**config.mk**
```make
export PLATFORM = sky130hd
export DESIGN_NAME = sram_async_ctrl
export DESIGN_NICKNAME = d
export VERILOG_FILES = /design/src/rtl/sram_ctrl_pkg.sv /design/src/rtl/sram_ctrl_timer.sv /design/src/rtl/sram_ctrl_rdcap.sv /design/src/rtl/sram_ctrl_fsm.sv /design/src/rtl/sram_async_ctrl.sv
export SDC_FILE = /design/constraint.sdc
export NUM_CORES = 1
export LEC_CHECK = 0
export BUFFER_PORTS_ARGS = -buffer_cell sky130_fd_sc_hd__buf_2
export CORE_MARGIN = 3
export CORE_UTILIZATION = 54
export CTS_BUF_LIST = sky130_fd_sc_hd__clkbuf_2
export CTS_CLUSTER_SIZE = 20
export DETAILED_ROUTE_END_ITERATION = 6
export HOLD_SLACK_MARGIN = 0.1
export PLACE_DENSITY = 0.82
export RECOVER_POWER = 50
export SKIP_LAST_GASP = 1
export SYNTH_ARGS = -nofsm -noshare
export SYNTH_HDL_FRONTEND = slang
export SYNTH_SLANG_ARGS = --single-unit
```
**constraint.sdc**
```tcl
create_clock -name clk -period 2.2 [get_ports clk]
set_input_delay 0.44 -clock clk [delete_from_list [all_inputs] [get_ports clk]]
set_output_delay 0.44 -clock clk [all_outputs]
set_load 0.02 [all_outputs]
```
**src/rtl/sram_ctrl_pkg.sv**
```systemverilog
package sram_ctrl_pkg;

    localparam int ADDR_W = 20;
    localparam int LANE_W = 8;
    localparam int LANES  = 2;
    localparam int DATA_W = LANE_W * LANES;

    typedef enum logic [1:0] {
        ST_IDLE  = 2'd0,
        ST_GAP   = 2'd1,
        ST_READ  = 2'd2,
        ST_WRITE = 2'd3
    } ctrl_state_e;

    typedef struct packed {
        logic              we;
        logic [ADDR_W-1:0] addr;
        logic [DATA_W-1:0] wdata;
        logic [LANES-1:0]  mask;
    } host_req_t;

    typedef struct packed {
        logic              cs1_n;
        logic              cs2;
        logic              oe_n;
        logic              we_n;
        logic [LANES-1:0]  be_n;
        logic [ADDR_W-1:0] addr;
        logic [DATA_W-1:0] dq_out;
        logic              dq_oe;
    } pin_bus_t;

    // whole clock cycles covering a nanosecond minimum (rounded up, at least one)
    function automatic int cycles_for(input int ns, input int clk_ns);
        int c;
        c = (ns + clk_ns - 1) / clk_ns;
        return (c < 1) ? 1 : c;
    endfunction

    function automatic int max_of(input int a, input int b);
        return (a > b) ? a : b;
    endfunction

endpackage

```
**src/rtl/sram_ctrl_timer.sv**
```systemverilog
module sram_ctrl_timer #(
    parameter int CNT_W = 3
) (
    input  logic             clk,
    input  logic             rst,
    input  logic             load,
    input  logic [CNT_W-1:0] value,
    output logic             zero
);

    logic [CNT_W-1:0] cnt;

    always_ff @(posedge clk) begin
        if (rst) begin
            cnt <= '0;
        end else if (load) begin
            cnt <= value;
        end else if (cnt != '0) begin
            cnt <= cnt - 1'b1;
        end
    end

    assign zero = (cnt == '0);

endmodule

```
**src/rtl/sram_ctrl_rdcap.sv**
```systemverilog
module sram_ctrl_rdcap
    import sram_ctrl_pkg::*;
(
    input  logic              clk,
    input  logic              rst,
    input  logic              cap_en,
    input  logic [LANES-1:0]  mask,
    input  logic [DATA_W-1:0] dq_in,
    output logic [DATA_W-1:0] rdata
);

    for (genvar i = 0; i < LANES; i++) begin : g_lane
        always_ff @(posedge clk) begin
            if (rst) begin
                rdata[i*LANE_W +: LANE_W] <= '0;
            end else if (cap_en) begin
                rdata[i*LANE_W +: LANE_W] <= mask[i] ? dq_in[i*LANE_W +: LANE_W] : '0;
            end
        end

        // a lane left out of the mask comes back as zero
        assert_masked_lane_zero_R3: assert property (@(posedge clk) disable iff (rst)
            (cap_en && !mask[i]) |=> (rdata[i*LANE_W +: LANE_W] == '0));
    end

endmodule

```
**src/rtl/sram_ctrl_fsm.sv**
```systemverilog
module sram_ctrl_fsm
    import sram_ctrl_pkg::*;
#(
    parameter int RD_CYC = 4,
    parameter int WR_CYC = 4,
    parameter int TA_CYC = 2,
    parameter int CNT_W  = 3
) (
    input  logic             clk,
    input  logic             rst,
    input  logic             req,
    input  host_req_t        req_i,
    input  logic             acc_zero,
    input  logic             gap_zero,
    output logic             acc_load,
    output logic [CNT_W-1:0] acc_val,
    output logic             gap_load,
    output logic [CNT_W-1:0] gap_val,
    output logic             cap_en,
    output logic [LANES-1:0] cap_mask,
    output logic             done,
    output pin_bus_t         pins
);

    localparam int GAP_W = $clog2(TA_CYC + 2);

    ctrl_state_e state;
    host_req_t   cur;
    host_req_t   src;
    logic        start_rd;
    logic        start_wr;
    logic        finish;

    always_comb begin
        src      = (state == ST_IDLE) ? req_i : cur;
        start_rd = (state == ST_IDLE) && req && !req_i.we;
        start_wr = ((state == ST_IDLE) && req && req_i.we && gap_zero) ||
                   ((state == ST_GAP) && gap_zero);
        finish   = ((state == ST_READ) || (state == ST_WRITE)) && acc_zero;
        acc_load = start_rd || start_wr;
        acc_val  = start_rd ? CNT_W'(RD_CYC - 1) : CNT_W'(WR_CYC - 1);
        gap_load = finish && (state == ST_READ);
        gap_val  = CNT_W'(TA_CYC - 1);
        cap_en   = finish && (state == ST_READ);
        cap_mask = cur.mask;
    end

    always_ff @(posedge clk) begin
        if (rst) begin
            state       <= ST_IDLE;
            cur         <= '0;
            done        <= 1'b0;
            pins        <= '0;
            pins.cs1_n  <= 1'b1;
            pins.oe_n   <= 1'b1;
            pins.we_n   <= 1'b1;
            pins.be_n   <= '1;
        end else begin
            done     <= finish;
            pins.cs2 <= 1'b1;
            if (start_rd) begin
                state       <= ST_READ;
                cur         <= src;
                pins.cs1_n  <= 1'b0;
                pins.oe_n   <= 1'b0;
                pins.we_n   <= 1'b1;
                pins.be_n   <= ~src.mask;
                pins.addr   <= src.addr;
                pins.dq_oe  <= 1'b0;
            end else if (start_wr) begin
                state       <= ST_WRITE;
                cur         <= src;
                pins.cs1_n  <= 1'b0;
                pins.oe_n   <= 1'b1;
                pins.we_n   <= 1'b0;
                pins.be_n   <= ~src.mask;
                pins.addr   <= src.addr;
                pins.dq_out <= src.wdata;
                pins.dq_oe  <= 1'b1;
            end else if (finish) begin
                state       <= ST_IDLE;
                pins.cs1_n  <= 1'b1;
                pins.oe_n   <= 1'b1;
                pins.we_n   <= 1'b1;
                pins.be_n   <= '1;
                pins.dq_oe  <= 1'b0;
            end else if ((state == ST_IDLE) && req) begin
                // write held back by the bus-release gap
                state <= ST_GAP;
                cur   <= req_i;
            end
        end
    end

    // cycles since output enable was last low, saturating; checker state only
    logic [GAP_W-1:0] since_rd;
    always_ff @(posedge clk) begin
        if (rst) begin
            since_rd <= GAP_W'(TA_CYC);
        end else if (!pins.oe_n) begin
            since_rd <= '0;
        end else if (since_rd < GAP_W'(TA_CYC)) begin
            since_rd <= since_rd + 1'b1;
        end
    end

    assert_idle_quiet_R1: assert property (@(posedge clk) disable iff (rst)
        pins.cs1_n |-> (pins.we_n && pins.oe_n && (&pins.be_n) && !pins.dq_oe));

    assert_no_oe_in_write_R4: assert property (@(posedge clk) disable iff (rst)
        !pins.we_n |-> pins.oe_n);

    assert_drive_in_write_R4: assert property (@(posedge clk) disable iff (rst)
        pins.dq_oe |-> (!pins.we_n && !pins.cs1_n));

    assert_addr_hold_R5: assert property (@(posedge clk) disable iff (rst)
        (!pins.cs1_n && $past(!pins.cs1_n)) |-> ($stable(pins.addr) && $stable(pins.dq_out)));

    assert_turnaround_R6: assert property (@(posedge clk) disable iff (rst)
        $rose(pins.dq_oe) |-> (since_rd >= GAP_W'(TA_CYC)));

    assert_done_single_R7: assert property (@(posedge clk) disable iff (rst)
        done |=> !done);

endmodule

```
**src/rtl/sram_async_ctrl.sv**
```systemverilog
module sram_async_ctrl
    import sram_ctrl_pkg::*;
#(
    parameter int CLK_NS  = 20,
    parameter int T_RC_NS = 70,
    parameter int T_AA_NS = 70,
    parameter int T_OE_NS = 35,
    parameter int T_WC_NS = 70,
    parameter int T_WP_NS = 50,
    parameter int T_AW_NS = 60,
    parameter int T_DW_NS = 30,
    parameter int T_HZ_NS = 25
) (
    input  logic              clk,
    input  logic              rst,
    input  logic              req,
    input  logic              req_we,
    input  logic [ADDR_W-1:0] req_addr,
    input  logic [DATA_W-1:0] req_wdata,
    input  logic [LANES-1:0]  req_mask,
    output logic              done,
    output logic [DATA_W-1:0] rdata,
    output logic [ADDR_W-1:0] mem_addr,
    output logic              mem_cs1_n,
    output logic              mem_cs2,
    output logic              mem_oe_n,
    output logic              mem_we_n,
    output logic              mem_lb_n,
    output logic              mem_ub_n,
    output logic [DATA_W-1:0] mem_dq_out,
    output logic              mem_dq_oe,
    input  logic [DATA_W-1:0] mem_dq_in
);

    localparam int RD_CYC = cycles_for(max_of(T_RC_NS, max_of(T_AA_NS, T_OE_NS)), CLK_NS);
    localparam int WR_CYC = cycles_for(max_of(max_of(T_WC_NS, T_WP_NS),
                                              max_of(T_AW_NS, T_DW_NS)), CLK_NS);
    localparam int TA_CYC = cycles_for(T_HZ_NS, CLK_NS);
    localparam int MAX_CYC = max_of(max_of(RD_CYC, WR_CYC), TA_CYC);
    localparam int CNT_W   = $clog2(MAX_CYC + 1);

    host_req_t        req_i;
    pin_bus_t         pins;
    logic             acc_load, acc_zero, gap_load, gap_zero, cap_en;
    logic [CNT_W-1:0] acc_val, gap_val;
    logic [LANES-1:0] cap_mask;

    assign req_i = '{we: req_we, addr: req_addr, wdata: req_wdata, mask: req_mask};

    sram_ctrl_fsm #(
        .RD_CYC (RD_CYC),
        .WR_CYC (WR_CYC),
        .TA_CYC (TA_CYC),
        .CNT_W  (CNT_W)
    ) u_fsm (
        .clk      (clk),
        .rst      (rst),
        .req      (req),
        .req_i    (req_i),
        .acc_zero (acc_zero),
        .gap_zero (gap_zero),
        .acc_load (acc_load),
        .acc_val  (acc_val),
        .gap_load (gap_load),
        .gap_val  (gap_val),
        .cap_en   (cap_en),
        .cap_mask (cap_mask),
        .done     (done),
        .pins     (pins)
    );

    sram_ctrl_timer #(.CNT_W(CNT_W)) u_acc_timer (
        .clk   (clk),
        .rst   (rst),
        .load  (acc_load),
        .value (acc_val),
        .zero  (acc_zero)
    );

    sram_ctrl_timer #(.CNT_W(CNT_W)) u_gap_timer (
        .clk   (clk),
        .rst   (rst),
        .load  (gap_load),
        .value (gap_val),
        .zero  (gap_zero)
    );

    sram_ctrl_rdcap u_rdcap (
        .clk    (clk),
        .rst    (rst),
        .cap_en (cap_en),
        .mask   (cap_mask),
        .dq_in  (mem_dq_in),
        .rdata  (rdata)
    );

    assign mem_addr   = pins.addr;
    assign mem_cs1_n  = pins.cs1_n;
    assign mem_cs2    = pins.cs2;
    assign mem_oe_n   = pins.oe_n;
    assign mem_we_n   = pins.we_n;
    assign mem_lb_n   = pins.be_n[0];
    assign mem_ub_n   = pins.be_n[1];
    assign mem_dq_out = pins.dq_out;
    assign mem_dq_oe  = pins.dq_oe;

endmodule

```
==> results_dict.tcl <==
set metrics [dict create \
    final_nets 738 \
    portBuffers 117 \
    finalWorstPathRequiredPeriod_ps 1940 \
    cts_inserted_buffers 9 \
    yosysWarnings 0 \
    cp-startpoint "u_fsm.state[1]$_SDFFE_PP0P_" \
    worst-r2r-cell-count 6 \
    grt_first_pass_wirelength_microns 17700 \
    core-area_sq_mm 0.00785 \
    utilization_after_layout_pct 71.2 \
    number_of_antenna_violations_at_the_first_check_in_global_routing 0 \
    report.final.slew_viol_count 0 \
    slew_headroom_pct 5.09 \
    die_h_microns 96.5 \
    dpl_worst_slack_ps 409 \
    detailed_route_drc_error_count 0 \
    rrSetupSlack_ps 260 \
    fin_skew_ps 29.4 \
    vdd_drop_max_v 0.000641 \
    cts.repair.resized 0 \
    cp.arrival_ps 2330 \
    mostFrequentLayoutCell "sky130_fd_sc_hd__nand2_1" \
    rsz_0062_raised_after_global_routing "no" \
    worst-endpoint-required_ps 2590 \
    cp_slowest_cell "sky130_fd_sc_hd__dfxtp_1" \
    detailroute.via_count 4279 \
    period_share_pct 88.2 \
    maximum_number_of_pins_on_one_net_before_global_route_repair 63 \
    crit_path_end_kind "register" \
    setup-tns-final_ps 0 \
    yosysSeqAreaShare_pct 48.0 \
    worstReg2RegEnd "u_fsm.cur[7]$_SDFFE_PP0P_" \
    number_of_instances_in_the_synthesized_netlist 525 \
    total_placed_cells_including_tap_cells 715 \
    synth_enable_flop_cells 0 \
    critPathLaunchType "register" \
    post_cts.repair.setup_buffers 0 \
    synth_area_per_cell_sq_um 8.43 \
    fin_total_pwr_w 0.00627 \
    die-area_sq_mm 0.00932 \
    synthArstFlopShare_pct 0 \
    ctsLongestPathBuffers 2 \
    synthesis.area_sq_mm 0.00443 \
    clock_latency_of_the_later_clocked_register_in_the_worst_skew_pair_ps 550 \
    dr.pass1.iters 6 \
    pwr-share-seq_pct 42.3 \
    n_diodes 0 \
    finalHoldViolations 0 \
    power.net_switching_w 0.00270 \
    detailed_place_hpwl_microns 7320 \
    total_global_routing_overflow 0 \
    grtUsageTotal_pct 23.9 \
    fmaxAchievable_mhz 515 \
    route.final.wire_length_microns 11300 \
    ys_ff_latch 106 \
    critPathKind "reg2reg" \
    layout.cells.most_common_list "sky130_fd_sc_hd__nand2_1 (135), sky130_fd_sc_hd__dfxtp_1 (106), sky130_fd_sc_hd__a21oi_1 (64)" \
    drt_iter0_markers 323 \
    hold_path_class "in2reg" \
    post_drt_wl_per_cell_microns 14.4 \
    leakage_nw 2.10 \
    avgViaCountPerCell 5.47 \
    timing_worst_slew_pin_value_ps 1420 \
    worstPathCellList "nor2_4 > buf_4 > and2_1 > clkbuf_2 > nand2_1 > a21oi_1" \
    drive_above_1_share_pct 17.8 \
    cts_hold_repair.buffers 32 \
    start_util_pct 56.4 \
    dominant_register_cell_in_the_synthesized_netlist "sky130_fd_sc_hd__dfxtp_1" \
    cts-htree-levels 3 \
    pwr-share-comb_pct 44.2 \
    cellInternalPower_w 0.00358 \
    cap_viol_max_count 0 \
    slack_of_the_critical_path_ps 259 \
    synth.net_count 587 \
    hold_start "req_addr[17]" \
    worst_path_largest_cell_delay_ps 730 \
    clock_sinks 106 \
    status "complete, no violations" \
    vias_in_the_first_global_route 3958 \
    netlist-cell-type-count 32 \
    cts.clk_slew.worst_paths_ps 240 \
    finalSetupViolCount 0 \
    share_clk_of_total_power_pct 13.5 \
    reg2reg_start "u_fsm.state[1]$_SDFFE_PP0P_" \
    crit_fanout 22 \
    io_pins 118 \
    globalplace.congestion 0.769 \
    power_per_cell_area_mw_per_mm2 1120 \
    floorplan.die.width_microns 96.5 \
    sw_frac_of_total_pct 43.0 \
    ant_nets 0 \
    area_growth_syn_to_layout_pct 26.2 \
    num_rows 32 \
    endpoint "u_fsm.cur[7]$_SDFFE_PP0P_" \
    final_cells 782 \
    tritoncts_clock_tree "built" \
    cts_root_buffer "sky130_fd_sc_hd__clkbuf_2" \
]
## worst min path at each step
stage | end | slack, ps | cells past startpoint
after CTS | u_fsm.cur[25]$_SDFFE_PP0P_ | 100 | 3
after global routing | u_fsm.cur[14]$_SDFFE_PP0P_ | 100 | 3
after floorplan | u_fsm.cur[10]$_SDFFE_PP0P_ | 430 | 2
after global placement | u_fsm.pins[42]$_SDFFE_PP1P_ | 430 | 2
final | u_fsm.cur[35]$_SDFFE_PP0P_ | 140 | 3
after detailed placement | u_fsm.pins[42]$_SDFFE_PP1P_ | 440 | 2
## per-layer routing
layer / share of wire, % / GRT usage [%] / wire length (microns) / up-vias
li1: - / - / - / 2093
met1: 44 / 30.6 / 4970 / 2014
met2: 48 / 39.8 / 5450 / 156
met3: 6.3 / 5.34 / 715 / 16
met4: 1.4 / 8.18 / 162 / 0
met5: 0 / 0 / 0 / -
## registers in the layout (all words and copies together), names as in the netlist
signal and count:
u_fsm.cur 36, u_gap_timer.cnt 3, u_fsm.done 1, u_fsm.pins 43, u_acc_timer.cnt 3, u_fsm.cap_mask 2, u_fsm.state 2, u_rdcap.rdata 16
## per-stage QoR
stage	hold slack [ps]	cell area, sq um
global route	102	5590
floorplan	433	4430
detailed placement	441	5060
CTS	100	5490
global placement	433	5060
finish	140	5590
## Yosys cell counts (2+ instances only)
cell type                  number  area, sq um
sky130_fd_sc_hd__nor2_2         2         12.5
sky130_fd_sc_hd__xnor2_1        2         17.5
sky130_fd_sc_hd__nor3_1         5         25.0
sky130_fd_sc_hd__buf_2          6         30.0
sky130_fd_sc_hd__a311oi_2      29          435
sky130_fd_sc_hd__buf_4         10         75.1
sky130_fd_sc_hd__nor2_1        43          161
sky130_fd_sc_hd__a21oi_1       64          320
sky130_fd_sc_hd__nand3_1       17         85.1
sky130_fd_sc_hd__nand2_1      135          507
sky130_fd_sc_hd__o221ai_1       2         17.5
sky130_fd_sc_hd__clkbuf_1      25         93.8
sky130_fd_sc_hd__inv_1          9         33.8
sky130_fd_sc_hd__dfxtp_1      106         2120
sky130_fd_sc_hd__ha_1           4         50.1
sky130_fd_sc_hd__o21ai_0       40          200
sky130_fd_sc_hd__buf_6          4         45.0
sky130_fd_sc_hd__nand2b_1       2         12.5
sky130_fd_sc_hd__a311oi_1       7         61.3
## worst max-delay path, delay by kind of cell (launching register included)
| kind | cells | cell delay, ps |
|---|---|---|
| DFF | 1 | 730 |
| and+or+nand+nor | 3 | 460 |
| AOI/OAI and AO/OA | 1 | 70 |
| buffers and inverters | 2 | 550 |
## power by group through the flow
stage / clock network (W) / registers (W) / logic, W
after detailed placement: 0 / 0.00268 / 0.00282
final: 0.000849 / 0.00265 / 0.00277
after global placement: 0 / 0.00266 / 0.00273
after CTS: 0.000870 / 0.00264 / 0.00287
after global routing: 0.000939 / 0.00271 / 0.00307
after floorplan: 0 / 0.00294 / 0.00183
## final cells by class
class	instances	area (sq um)
Clock buffer	9	45.0
Fill cell	643	2260
Timing Repair Buffer	186	1190
Clock inverter	6	58.8
Multi-Input combinational cell	364	2010
Inverter	9	33.8
Sequential cell	106	2120
Tap cell	102	128
## logic make-up (layout without fill, tap and decap cells)
family	after synthesis	count (layout)	synth area share, %
buffers and inverters	55	210	6.39
AOI/OAI and AO/OA	147	147	24.3
muxes	1	1	0.226
DFF	106	106	48.0
and+or+nand+nor	210	210	19.6
xor gates and xnor gates	2	2	0.396
adders and majority gates	4	4	1.13
Note: power is estimated with default switching activity, not from simulation.
